**src/rtl/irqset_pkg.sv**
```systemverilog
package irqset_pkg;

   localparam int BUS_W   = 32;
   localparam int LANES   = BUS_W / 8;
   localparam int CODE_W  = 7;
   localparam int MAX_CH  = 64;

   // command byte: skip flag on top, 7-bit code below
   typedef struct packed {
      logic                skip;
      logic [CODE_W-1:0]   code;
   } cmd_byte_t;

   function automatic logic code_is_global(input logic [CODE_W-1:0] c);
      return c[CODE_W-1];
   endfunction

endpackage

```
**src/rtl/irqset_cmd_decode.sv**
```systemverilog
module irqset_cmd_decode
   import irqset_pkg::*;
#(
   parameter int                N_CH       = 64,
   parameter int                ADDR_W     = 12,
   parameter logic [ADDR_W-1:0] CMD_OFFSET = 'h1A
) (
   input  logic              clk,
   input  logic              rst_n,
   input  logic              wr_en,
   input  logic [ADDR_W-1:0] wr_addr,
   input  logic [BUS_W-1:0]  wr_data,
   input  logic [LANES-1:0]  wr_be,
   output logic [N_CH-1:0]   set_vec
);

   localparam int IDX_W = $clog2(N_CH);
   localparam int LANE  = int'(CMD_OFFSET[1:0]);

   logic        word_hit;
   logic        lane_hit;
   cmd_byte_t   cmd;
   logic        act;
   logic        glob;
   logic        idx_ok;
   logic [N_CH-1:0] set_one;

   assign word_hit = (wr_addr[ADDR_W-1:2] == CMD_OFFSET[ADDR_W-1:2]);
   assign lane_hit = wr_en && word_hit && wr_be[LANE];
   assign cmd      = cmd_byte_t'(wr_data[LANE*8 +: 8]);
   assign act      = lane_hit && !cmd.skip;
   assign glob     = act && code_is_global(cmd.code);

   // index range check depends on the variant
   generate
      if (N_CH == MAX_CH) begin : g_full
         assign idx_ok = act && !cmd.code[CODE_W-1];
      end else begin : g_small
         assign idx_ok = act && !cmd.code[CODE_W-1]
                         && (cmd.code[CODE_W-2:IDX_W] == '0);


         unused_range_chk: assert property (@(posedge clk) disable iff (!rst_n)
            (act && !cmd.code[CODE_W-1] && (cmd.code[CODE_W-2:0] >= (CODE_W-1)'(N_CH)))
               |-> (set_vec == '0))
            else $error("out-of-range index changed set vector");
      end
   endgenerate

   for (genvar i = 0; i < N_CH; i++) begin : g_onehot
      assign set_one[i] = idx_ok && (cmd.code[IDX_W-1:0] == IDX_W'(i));
   end

   assign set_vec = set_one | {N_CH{glob}};

   logic unused_dec;
   assign unused_dec = &{1'b0, wr_addr[1:0]};


   single_onehot_chk: assert property (@(posedge clk) disable iff (!rst_n)
      (act && !cmd.code[CODE_W-1]) |-> $onehot0(set_vec))
      else $error("single-index command produced several set bits");

endmodule

```
**src/rtl/irqset_enable_bank.sv**
```systemverilog
module irqset_enable_bank #(
   parameter int N_CH = 64
) (
   input  logic            clk,
   input  logic            rst_n,
   input  logic [N_CH-1:0] set_vec,
   input  logic [N_CH-1:0] clr_vec,
   output logic [N_CH-1:0] en_q
);

   // one flop per channel; set has priority over clear
   for (genvar i = 0; i < N_CH; i++) begin : g_bit
      always_ff @(posedge clk or negedge rst_n) begin
         if (!rst_n)          en_q[i] <= 1'b0;
         else if (set_vec[i]) en_q[i] <= 1'b1;
         else if (clr_vec[i]) en_q[i] <= 1'b0;
      end
   end


   set_beats_clear_chk: assert property (@(posedge clk) disable iff (!rst_n)
      ((set_vec & clr_vec) != '0) |=>
         ((en_q & $past(set_vec & clr_vec)) == $past(set_vec & clr_vec)))
      else $error("clear overrode a set on the same bit");


   sticky_chk: assert property (@(posedge clk) disable iff (!rst_n)
      (clr_vec == '0) |=> ((en_q & $past(en_q)) == $past(en_q)))
      else $error("enable bit dropped without a clear");


   set_visible_chk: assert property (@(posedge clk) disable iff (!rst_n)
      (set_vec != '0) |=> ((en_q & $past(set_vec)) == $past(set_vec)))
      else $error("set not visible in following cycle");

endmodule

```
**src/rtl/irq_en_setter.sv**
```systemverilog
module irq_en_setter
   import irqset_pkg::*;
#(
   parameter int                N_CH       = 64,
   parameter int                ADDR_W     = 12,
   parameter logic [ADDR_W-1:0] CMD_OFFSET = 'h1A
) (
   input  logic              clk,
   input  logic              rst_n,
   input  logic              wr_en,
   input  logic [ADDR_W-1:0] wr_addr,
   input  logic [31:0]       wr_data,
   input  logic [3:0]        wr_be,
   input  logic              rd_en,
   input  logic [ADDR_W-1:0] rd_addr,
   output logic [31:0]       rd_data,
   input  logic [N_CH-1:0]   clr_mask,
   output logic [N_CH-1:0]   irq_en
);

   localparam int LANE = int'(CMD_OFFSET[1:0]);

   generate
      if (N_CH < 2 || N_CH > MAX_CH || (N_CH & (N_CH - 1)) != 0) begin : g_bad_nch
         $error("N_CH must be a power of two from 2 to 64");
      end
      if (ADDR_W < 3) begin : g_bad_aw
         $error("ADDR_W too small for a word address");
      end
   endgenerate

   logic [N_CH-1:0] set_vec;

   irqset_cmd_decode #(
      .N_CH       (N_CH),
      .ADDR_W     (ADDR_W),
      .CMD_OFFSET (CMD_OFFSET)
   ) u_dec (
      .clk     (clk),
      .rst_n   (rst_n),
      .wr_en   (wr_en),
      .wr_addr (wr_addr),
      .wr_data (wr_data),
      .wr_be   (wr_be),
      .set_vec (set_vec)
   );

   irqset_enable_bank #(
      .N_CH (N_CH)
   ) u_bank (
      .clk     (clk),
      .rst_n   (rst_n),
      .set_vec (set_vec),
      .clr_vec (clr_mask),
      .en_q    (irq_en)
   );

   // the command register is write-only: reads return zero
   assign rd_data = '0;

   logic unused_rd;
   assign unused_rd = &{1'b0, rd_en, rd_addr};

   // port-level view of a decoded command, for the checks below
   logic       cmd_hit;
   logic [7:0] cmd_b;
   assign cmd_hit = wr_en && (wr_addr[ADDR_W-1:2] == CMD_OFFSET[ADDR_W-1:2]) && wr_be[LANE];
   assign cmd_b   = wr_data[LANE*8 +: 8];


   global_set_chk: assert property (@(posedge clk) disable iff (!rst_n)
      (cmd_hit && !cmd_b[7] && cmd_b[6]) |=> (&irq_en))
      else $error("global set left a bit clear");


   skip_flag_chk: assert property (@(posedge clk) disable iff (!rst_n)
      ((cmd_hit && cmd_b[7] || !cmd_hit) && clr_mask == '0) |=> $stable(irq_en))
      else $error("bitmap changed without a live command");

endmodule

```
**config.mk**
```make
export PLATFORM = sky130hd
export DESIGN_NAME = irq_en_setter
export DESIGN_NICKNAME = d
export VERILOG_FILES = /design/src/rtl/irqset_pkg.sv /design/src/rtl/irqset_cmd_decode.sv /design/src/rtl/irqset_enable_bank.sv /design/src/rtl/irq_en_setter.sv
export SDC_FILE = /design/constraint.sdc
export NUM_CORES = 1
export LEC_CHECK = 0
export ABC_AREA = 1
export BUFFER_PORTS_ARGS = -buffer_cell sky130_fd_sc_hd__buf_4
export CAP_MARGIN = 20
export CORE_MARGIN = 3
export CORE_UTILIZATION = 38
export CTS_BUF_LIST = sky130_fd_sc_hd__clkbuf_4 sky130_fd_sc_hd__clkbuf_8
export DETAILED_ROUTE_END_ITERATION = 8
export PLACE_DENSITY = 0.7
export SLEW_MARGIN = 20
export SYNTH_ARGS = -nofsm -noshare
export SYNTH_HDL_FRONTEND = slang
export SYNTH_HIERARCHICAL = 1
export SYNTH_SLANG_ARGS = --single-unit
export TNS_END_PERCENT = 30
```
**constraint.sdc**
```tcl
create_clock -name clk -period 1.59 [get_ports clk]
set_input_delay 0.3975 -clock clk [delete_from_list [all_inputs] [get_ports clk]]
set_output_delay 0.3975 -clock clk [all_outputs]
set_load 0.01 [all_outputs]
```
== After elaboration in Yosys (flattened, before gate mapping) ==
Cells that the tools add are included.

* Equality and inequality tests: 64
* Reductions and logical operators: 136
* Multiplexer cells: 128
* Bitwise logic cells: 1

{| class="wikitable"
|+ Operators by type and width
! operator !! count
|-
| $eq A6 B6 Y1 const B || 32
|-
| $mux W1 || 128
|-
| $reduce_bool A2 Y1 || 64
|-
| $eq A6 B5 Y1 const B || 16
|-
| $logic_and A1 B1 Y1 || 69
|-
| $or A64 B64 Y64 || 1
|-
| $eq A6 B4 Y1 const B || 8
|-
| $eq A6 B3 Y1 const B || 4
|-
| $eq A6 B2 Y1 const B || 2
|-
| $eq A10 B3 Y1 const B || 1
|-
| $eq A6 B1 Y1 const B || 1
|-
| $logic_not A6 Y1 || 1
|-
| $logic_not A1 Y1 || 2
|}

* Bits in registers: 64
* Word-level logic and storage cells: 393
* Output and inout bits: 96

== Longest topological paths before layout ==
Gate-level depths: netlist of the first run.

* Depth after elaboration: 8
* Gate-level depth with buffers: 9

== Modules after synthesis ==
The synthesis of the first run kept the hierarchy.

{| class="wikitable"
|+ Modules (own cells, without submodules)
! module !! instances !! area each (um^2) !! cells an instance
|-
| irqset_enable_bank || 1 || 2562.5 || 320
|-
| irqset_cmd_decode || 1 || 1280.0 || 300
|-
| irq_en_setter || 1 || 244.0 || 33
|}

== Worst setup path before layout of the first run ==
No wires, ideal clock.

* Path kind: input to register
* Start: input wr_be[2]
* End: register u_bank.en_q[0]
* Path slack: 304 ps
* Setup time: 117 ps
* Path buffers: 1
* Arrival time: 1169 ps
* Stages on the path: 9
* Required time: 1473 ps
* Cells stage by stage: nand2_1 -> inv_1 -> nand2_1 -> nor2_1 -> nand2_1 -> clkbuf_1 -> nor2_1 -> inv_1 -> nand2_1

* Longest elaborated chain between the ends: 6
* Elaborated cells on any way between the ends: 8

{| class="wikitable"
|+ Ends and longest elaborated chain
! element !! RTL line !! text
|-
| from (decl) || irq_en_setter.sv:13 || <nowiki>input logic [3:0] wr_be,</nowiki>
|-
| $logic_and A1 B1 Y1 (*) || irqset_cmd_decode.sv:29 || <nowiki>assign lane_hit = wr_en && word_hit && wr_be[LANE];</nowiki>
|-
| $logic_and A1 B1 Y1 (*) || irqset_cmd_decode.sv:31 || <nowiki>assign act = lane_hit && !cmd.skip;</nowiki>
|-
| $logic_and A1 B1 Y1 || irqset_cmd_decode.sv:37 || <nowiki>assign idx_ok = act && !cmd.code[CODE_W-1];</nowiki>
|-
| $logic_and A1 B1 Y1 || irqset_cmd_decode.sv:51 || <nowiki>assign set_one[i] = idx_ok && (cmd.code[IDX_W-1:0] == IDX_W'(i));</nowiki>
|-
| $or A64 B64 Y64 (*) || irqset_cmd_decode.sv:54 || <nowiki>assign set_vec = set_one | {N_CH{glob}};</nowiki>
|-
| via set_vec[0] || irq_en_setter.sv:32 || <nowiki>logic [N_CH-1:0] set_vec;</nowiki>
|-
| $mux W1 or $reduce_bool A2 Y1 (tied branches) || - ||
|-
| to (signal, indexed assignment) || irqset_enable_bank.sv:14 || <nowiki>if (!rst_n) en_q[i] <= 1'b0;</nowiki>
|-
| to (signal, indexed assignment) || irqset_enable_bank.sv:15 || <nowiki>else if (set_vec[i]) en_q[i] <= 1'b1;</nowiki>
|-
| to (signal, indexed assignment) || irqset_enable_bank.sv:16 || <nowiki>else if (clr_vec[i]) en_q[i] <= 1'b0;</nowiki>
|-
| to (decl) || irqset_enable_bank.sv:8 || <nowiki>output logic [N_CH-1:0] en_q</nowiki>
|}

Mark *: on every way through the listed nets, which the timed path passes. The rest lies on a longest branch.
A chain may end at the register's enable or synchronous reset.

== Worst setup path in the final report of the first run ==
* Start: register u_bank.en_q[56]
* End: output irq_en[56]

{| class="wikitable"
|+ RTL lines
! element !! RTL line !! text
|-
| to (decl) || irq_en_setter.sv:18 || <nowiki>output logic [N_CH-1:0] irq_en</nowiki>
|}

No word-level cell between the ends.

==> results.json, run 1 <==
{
  "hold_viol_final": 0,
  "fmax_mhz": 775,
  "post-route-period-util_pct": 81.1,
  "drv_slew": 0,
  "netlist_area_um2": 4090,
  "largest_reg_flops": 64,
  "status": "finished clean",
  "grt_max_degree": 65,
  "hpwlAfterDp_mm": 7.51,
  "clock_sinks": 64,
  "routed-via-count": 3861,
  "clk_pin_slew_ps": 80,
  "critPathBufInv": 1,
  "syn-instance-count": 653,
  "cts_tree": "yes",
  "startpoint_type": "flop",
  "r2r_cells": 2,
  "yosysUniqueCellTypes": 13,
  "power_switching_mw": 0.922,
  "clock_skew_ps": 0,
  "post_cts_resized": 0,
  "cap_viol_max_count": 0,
  "powerDensity_nw_per_um2": 633,
  "cts.path.max_buffers": 2,
  "cts_setup_buffers": 0,
  "worstPathArrival_ps": 890,
  "irDropWorstVdd_mv": 0.276,
  "area_growth_pct": 36.0,
  "fin_crit_ps": 1290,
  "diodes": 0,
  "die_w_um": 110,
  "fin_setup_tns_ps": 0,
  "slowest_stage": "dfrtp_1",
  "required_ps": 1190,
  "synth-compound-area-share_pct": 1.47,
  "synth_top_area_share_pct": 39.2,
  "grt.overflow.total": 0,
  "drc": 0,
  "yosysWarnings": 6,
  "cts_hold_buf": 0,
  "drt-pass1-iter-count": 4,
  "pwr-share-clk_pct": 39.0,
  "worstPathCellList": "buf_4",
  "core_area_um2": 10400,
  "worst-path-stages": 1,
  "top_regs": "u_bank/en_q: 64 flops",
  "syn_area_per_cell_um2": 6.26,
  "port_buffers": 149,
  "grt_pass1_wl_mm": 15.9,
  "totalWireLength_mm": 9.82,
  "path_class": "reg -> out",
  "crit_family": "flip-flops",
  "pwr-share-seq_pct": 46.2,
  "routed_via_density": 4.06,
  "ys_ff_latch": 64,
  "wl_per_cell_um": 10.3,
  "synthAdderAreaFrac_pct": 0,
  "ant_nets": 0,
  "drive_gt1_share_pct": 24.3,
  "crit_path_start": "u_bank/en_q[56]",
  "dieArea_um2": 12000,
  "synth-simple-area-share_pct": 32.9,
  "combPwrFrac_pct": 14.8,
  "synth_area_leader_cell": "dfrtp_1",
  "finalSetupViolCount": 0,
  "antenna_found_initial": 0,
  "rr_startpoint": "u_bank/en_q[56]",
  "synthMuxAreaShare_pct": 0,
  "critPathMaxStageDelay_ps": 400,
  "grt.total_usage_pct": 16.8,
  "hold_path.class": "in -> async",
  "p_int_mw": 2.60,
  "switching_share_pct": 26.2,
  "largest-register": "u_bank/en_q",
  "root_buffer": "clkbuf_8",
  "synth_top_family_by_area": "simple AND/OR/NAND/NOR gates",
  "leakagePower_nw": 3.59,
  "die_h_um": 110,
  "drt_first_iter_violations": 143,
  "cts_max_level": 3,
  "gp_congestion": 0.801,
  "dp.cells": 934,
  "nets": 937,
  "synthTopCellsByArea": "dfrtp_1 (39%), nand2_1 (18%), inv_1 (17%), nor2_1 (7.3%), buf_4 (7.2%)",
  "finalCoreUtilization_pct": 53.6,
  "clk_latency_ps": 340,
  "crit_fanout": 2,
  "yosysSeqAreaShare_pct": 39.2,
  "end_kind": "output pin",
  "rsz0062_at_grt": "no",
  "grt_pass1_vias": 3498,
  "pin_count": 224,
  "final_cell_count_no_fill": 950,
  "tritoncts.num_buffers": 9,
  "initial_core_util_pct": 39.4,
  "rows": 37,
  "synthXorXnorAreaFrac_pct": 0
}
==> final timing paths <==
check,slack [ps],endpoint
worst max register to register,960,u_bank/en_q[56]
max in group asynchronous,1280,u_bank/en_q[38]
worst max-delay path,300,irq_en[56]
worst min register to register,470,u_bank/en_q[2]
worst min-delay path,50,u_bank/en_q[24]
min in group clk,270,u_bank/en_q[58]
==> metrics by stage <==
step / power, mW / setup slack, ps / cell area, um2 / hold WS [ps]
floorplan: 1.96 / 304 / 4200 / 102
global placement: 2.18 / 180 / 5370 / 424
detailed placement: 2.18 / 158 / 5370 / 425
CTS: 3.58 / 285 / 5560 / 48.8
global route: 3.70 / 258 / 5560 / 65.2
finish: 3.52 / 300 / 5560 / 45.8
==> cells in the mapped netlist <==
master,n
nand2_1,192
inv_1,188
nor2_1,79
dfrtp_1,64
nand3_1,50
buf_4,39
a21oi_1,12
clkbuf_1,9
buf_2,6
nor2_2,5
inv_2,4
nor2_4,4
conb_1,1
==> cell type report <==
class / count / area, um2
fill: 1116 / 4810
sequential: 64 / 1600
multi-input combinational: 374 / 1530
timing repair buffer: 168 / 1350
inverter: 192 / 721
tap: 136 / 170
clock buffer: 10 / 131
clock inverter: 6 / 60.1
==> per-layer routing <==
layer	global-route usage [%]	part of all wire, %	up-vias
met1	22.5	45	1662
met2	26.0	45	123
met3	5.11	8.8	10
met5	0	0	-
li1	-	-	2066
met4	4.99	1.1	0
==> cells by family after synthesis <==
family | after synthesis
AO/OA/AOI/OAI | 12
buffers and inverters | 246
flip-flops | 64
other | 1
AND/OR/NAND/NOR | 330
==> power by group through the flow <==
stage | sequential [mW] | combinational (mW) | clock, mW
finish | 1.63 | 0.522 | 1.37
global route | 1.63 | 0.594 | 1.48
CTS | 1.63 | 0.525 | 1.42
detailed placement | 1.66 | 0.524 | 0
global placement | 1.66 | 0.520 | 0
floorplan | 1.66 | 0.297 | 0
==> cell usage in the layout, fill, tap and decap left out <==
| cell type | n |
|---|---|
| conb_1 | 32 |
| nor2_1 | 79 |
| clkbuf_4 | 1 |
| a21oi_1 | 12 |
| inv_1 | 188 |
| inv_2 | 4 |
| clkinvlp_4 | 2 |
| bufinv_16 | 1 |
| nor2_2 | 5 |
| clkbuf_8 | 9 |
| nand2_1 | 191 |
| buf_12 | 7 |
| clkinv_2 | 3 |
| buf_4 | 161 |
| nor2_4 | 4 |
| nand3_1 | 50 |
| dfrtp_1 | 64 |
| nand2_2 | 1 |
(Power assumes the default switching activity.)
==> run 2: changes to the inputs <==
Clock period 1.59 ns to 1.3 ns, I/O delays scaled along.
==> run 2 against run 1 <==
  * Sequential share of layout area down 0.23 points
  * Clock-buffer cell count up 2
  * Sequential power up 22%
  * Hold slack better by 150 ps
  * Global-route usage about the same
  * Worst setup slack worse by 210 ps
  * Final area up 0.79%
  * Highest routed layer unchanged
==> results.json, run 2 (synthesized netlist as in run 1, its figures left out) <==
{
  "final_common_cell": "nand2_1",
  "grt.overflow.total": 0,
  "slowest_stage": "dfrtp_1",
  "clock_skew_ps": 0,
  "root_buffer": "clkbuf_8",
  "largest-register": "u_bank/en_q",
  "rows": 37,
  "fin_crit_ps": 1210,
  "leakagePower_nw": 3.62,
  "power_switching_mw": 1.10,
  "worstPathCellList": "buf_4",
  "die_h_um": 110,
  "hold_ws_ps": 196,
  "irDropWorstVdd_mv": 0.328,
  "rsz0062_at_grt": "no",
  "drt_first_iter_violations": 166,
  "cts_setup_buffers": 0,
  "hold_path.class": "in -> reg",
  "required_ps": 980,
  "post-route-period-util_pct": 93.0,
  "drc": 0,
  "switching_share_pct": 26.3,
  "clk_latency_ps": 340,
  "place_area_um2": 5420,
  "clk_pin_slew_ps": 70,
  "gp_congestion": 0.803,
  "antenna_found_initial": 0,
  "top_regs": "u_bank/en_q: 64 flops",
  "initial_core_util_pct": 39.4,
  "fin_area_um2": 5600,
  "crit_family": "flip-flops",
  "fillers": 1071,
  "drv_slew": 0,
  "tritoncts.num_buffers": 9,
  "place_ws_ps": -35.1,
  "ant_nets": 0,
  "cts_max_level": 3,
  "cts_tree": "yes",
  "drt-pass1-iter-count": 4,
  "grt_pass1_wl_mm": 15.8,
  "startpoint_type": "flop",
  "pwr-share-seq_pct": 47.7,
  "worstPathArrival_ps": 880,
  "totalWireLength_mm": 9.89,
  "largest_reg_flops": 64,
  "finalCoreUtilization_pct": 54.0,
  "grt_max_degree": 65,
  "finalSetupViolCount": 0,
  "critPathBufInv": 1,
  "power_mw": 4.17,
  "layout_common_cells": "nand2_1 (191), inv_1 (188), buf_4 (160), nor2_1 (79), dfrtp_1 (64)",
  "wl_per_cell_um": 10.4,
  "grt_pass1_vias": 3467,
  "drive_gt1_share_pct": 24.5,
  "routed_via_density": 4.07,
  "p_int_mw": 3.08,
  "pwr-share-clk_pct": 36.4,
  "cap_viol_max_count": 0,
  "path_class": "reg -> out",
  "combPwrFrac_pct": 15.8,
  "end_kind": "output pin",
  "post_cts_resized": 0,
  "fmax_mhz": 827,
  "cts.path.max_buffers": 2,
  "cts_hold_buf": 1,
  "die_w_um": 110,
  "pin_count": 224,
  "status": "finished clean",
  "area_growth_pct": 37.1,
  "dp.cells": 936,
  "fin_setup_tns_ps": 0,
  "critPathMaxStageDelay_ps": 390,
  "crit_fanout": 2,
  "final_cell_count_no_fill": 953,
  "diodes": 0,
  "setup_slack_ps": 90.7,
  "routed-via-count": 3878,
  "grt.total_usage_pct": 16.8,
  "ff2ff_setup_slack_ps": 680,
  "powerDensity_nw_per_um2": 745,
  "clock_sinks": 64,
  "port_buffers": 149,
  "dieArea_um2": 12000,
  "nets": 940,
  "core_area_um2": 10400,
  "hold_viol_final": 0,
  "hpwlAfterDp_mm": 7.54
}
-- run 2: final timing paths --
check                                     start               to  cells after the start
max in group asynchronous                 rst_n  u_bank/en_q[37]                      3
worst min register to register  u_bank/en_q[11]  u_bank/en_q[11]                      2
worst max register to register  u_bank/en_q[43]  u_bank/en_q[43]                      2
min in group asynchronous                 rst_n  u_bank/en_q[24]                      3
worst min-delay path               clr_mask[54]  u_bank/en_q[54]                      4
worst max-delay path             u_bank/en_q[0]        irq_en[0]                      1
-- run 2: tightest hold or removal path, cell delays in order --
cell and delay, ps:
buf_4 80, inv_1 30, nand2_1 40, nand2_1 40
-- run 2: area by class of cell --
type                    instances  area, um2  share of cell area, %
inverters                     192        721                   12.9
flip-flops and latches         64       1600                   28.6
repair buffers                171       1410                   25.2
clock inverters                 4       20.0                  0.357
multi-input cells             374       1530                   27.2
well taps                     136        170                   3.04
clock buffers                  12        153                   2.72
-- run 2: metal layers --
metal,GRT usage (%),wire [um]
met5,0,0
met4,6.14,149
met3,4.05,924
met2,26.5,4440
met1,22.4,4370
-- run 2: power groups by stage --
| stage | combinational, mW | clock (mW) | sequential, mW |
|---|---|---|---|
| floorplan | 0.363 | 0 | 2.03 |
| global placement | 0.658 | 0 | 2.03 |
| detailed placement | 0.663 | 0 | 2.03 |
| CTS | 0.666 | 1.61 | 1.99 |
| global route | 0.747 | 1.67 | 1.99 |
| finish | 0.661 | 1.52 | 1.99 |
==> run 3: changes to the inputs <==
Settings changed: CORE_MARGIN 3 to 2, CTS_CLUSTER_SIZE from default to 28, PLACE_DENSITY 0.7 to 0.73.
==> run 3 against run 2 <==
  * Maximum frequency barely moved
  * Hold slack got worse by 5.0 ps
  * Final cell count rose by 0.10%
  * Power rose by 1.0%
  * Sequential share of layout area barely moved
  * Combinational power barely moved
  * Die area fell by 3.6%
  * Register-to-register slack barely moved
  * Critical path depth did not move
  * Global-route usage rose by 0.54 points
  * Critical path type unchanged
  * Largest cell class unchanged
  * Highest routed layer unchanged
==> results.json, run 3 (synthesized netlist as in run 1, its figures left out) <==
{
  "dieArea_um2": 11600,
  "gp_congestion": 0.880,
  "nets": 942,
  "routed-via-count": 3879,
  "clk_pin_slew_ps": 70,
  "rows": 37,
  "required_ps": 980,
  "initial_core_util_pct": 39.4,
  "leakagePower_nw": 3.62,
  "largest-register": "u_bank/en_q",
  "ant_nets": 0,
  "routed_via_density": 4.07,
  "totalWireLength_mm": 9.64,
  "root_buffer": "clkbuf_8",
  "top_regs": "u_bank/en_q: 64 flops",
  "fin_crit_ps": 1210,
  "place_area_um2": 5420,
  "end_kind": "output pin",
  "cts.path.max_buffers": 2,
  "min-delay-start": "clr_mask[50]",
  "wl_per_cell_um": 10.1,
  "crit_fanout": 2,
  "finalSetupViolCount": 0,
  "clk_latency_ps": 350,
  "irDropWorstVdd_mv": 0.470,
  "cts_setup_buffers": 0,
  "cap_viol_max_count": 0,
  "pin_count": 224,
  "status": "finished clean",
  "hold_viol_final": 0,
  "power_mw": 4.21,
  "clock_skew_ps": 0,
  "critPathBufInv": 1,
  "diodes": 0,
  "worstPathCellList": "buf_4",
  "core_area_um2": 10400,
  "critPathMaxStageDelay_ps": 390,
  "cts_tree": "yes",
  "fin_setup_tns_ps": 0,
  "port_buffers": 149,
  "grt_pass1_wl_mm": 16.1,
  "antenna_found_initial": 0,
  "largest_reg_flops": 64,
  "grt.overflow.total": 0,
  "drt_first_iter_violations": 166,
  "crit_family": "flip-flops",
  "worst_pin_slew_ps": 509,
  "hold_path.class": "in -> reg",
  "die_w_um": 108,
  "drc": 0,
  "relSlewSlack_pct": 66.0,
  "rr_startpoint": "u_bank/en_q[16]",
  "powerDensity_nw_per_um2": 751,
  "drv_slew": 0,
  "path_class": "reg -> out",
  "area_growth_pct": 37.3,
  "slowest_stage": "dfrtp_1",
  "fmax_mhz": 826,
  "layout_common_cells": "nand2_1 (191), inv_1 (188), buf_4 (163), nor2_1 (79), dfrtp_1 (64)",
  "post-route-period-util_pct": 93.1,
  "fin_area_um2": 5610,
  "ff2ff_setup_slack_ps": 670,
  "startpoint_type": "flop",
  "hpwlAfterDp_mm": 7.35,
  "clock_sinks": 64,
  "tritoncts.num_buffers": 9,
  "die_h_um": 108,
  "drt-pass1-iter-count": 4,
  "rsz0062_at_grt": "no",
  "grt_max_degree": 65,
  "grt_pass1_vias": 3665,
  "worstPathArrival_ps": 890,
  "cts_max_level": 3,
  "final_common_cell": "nand2_1",
  "crit_path_start": "u_bank/en_q[50]",
  "drive_gt1_share_pct": 24.6,
  "grt.total_usage_pct": 17.3,
  "post_cts_resized": 0
}
run 3: final timing paths:
check                      cells after the start         endpoint
max in group asynchronous                      3  u_bank/en_q[41]
max reg2reg                                    2  u_bank/en_q[16]
min in group asynchronous                      3  u_bank/en_q[17]
max                                            1       irq_en[50]
min reg2reg                                    2  u_bank/en_q[38]
min                                            4  u_bank/en_q[50]
run 3: metrics by stage:
step           worst slack, ps  hold slack, ps  cells  utilization, %
3_3_place_gp             -75.7             352    938            52.3
6_report                  90.0             191    954            54.1
2_1_floorplan             87.0            29.4    684               -
4_1_cts                   74.9             180    954            54.1
5_1_grt                   43.5             189    954            54.1
3_5_place_dp             -85.4             359    938            52.3
run 3: power by group:
part	switching, mW	internal (mW)	leakage, nW
Clock	0.765	0.800	0.0917
Sequential	0.000199	1.99	0.895
Combinational	0.348	0.309	2.63
Total	1.11	3.10	3.62
run 3: layout make-up:
type	count	area, um2
Clock buffer	12	159
Clock inverter	3	17.5
Fill cell	1078	4760
Inverter	192	721
Multi-Input combinational cell	374	1530
Sequential cell	64	1600
Tap cell	136	170
Timing Repair Buffer	173	1410
run 3: routing by layer:
metal	up-vias	track usage [%]	share of wire [%]
met5	-	0	0
met4	0	5.86	0.41
met3	5	4.00	7.8
met2	127	29.3	47
met1	1673	21.7	45
li1	2074	-	-
run 3: what timing repair did:
item                                    4_1_cts  5_1_grt
hold buffers                                  1        0
endpoints found under the setup margin        0        0
hold endpoints to repair                     50        0
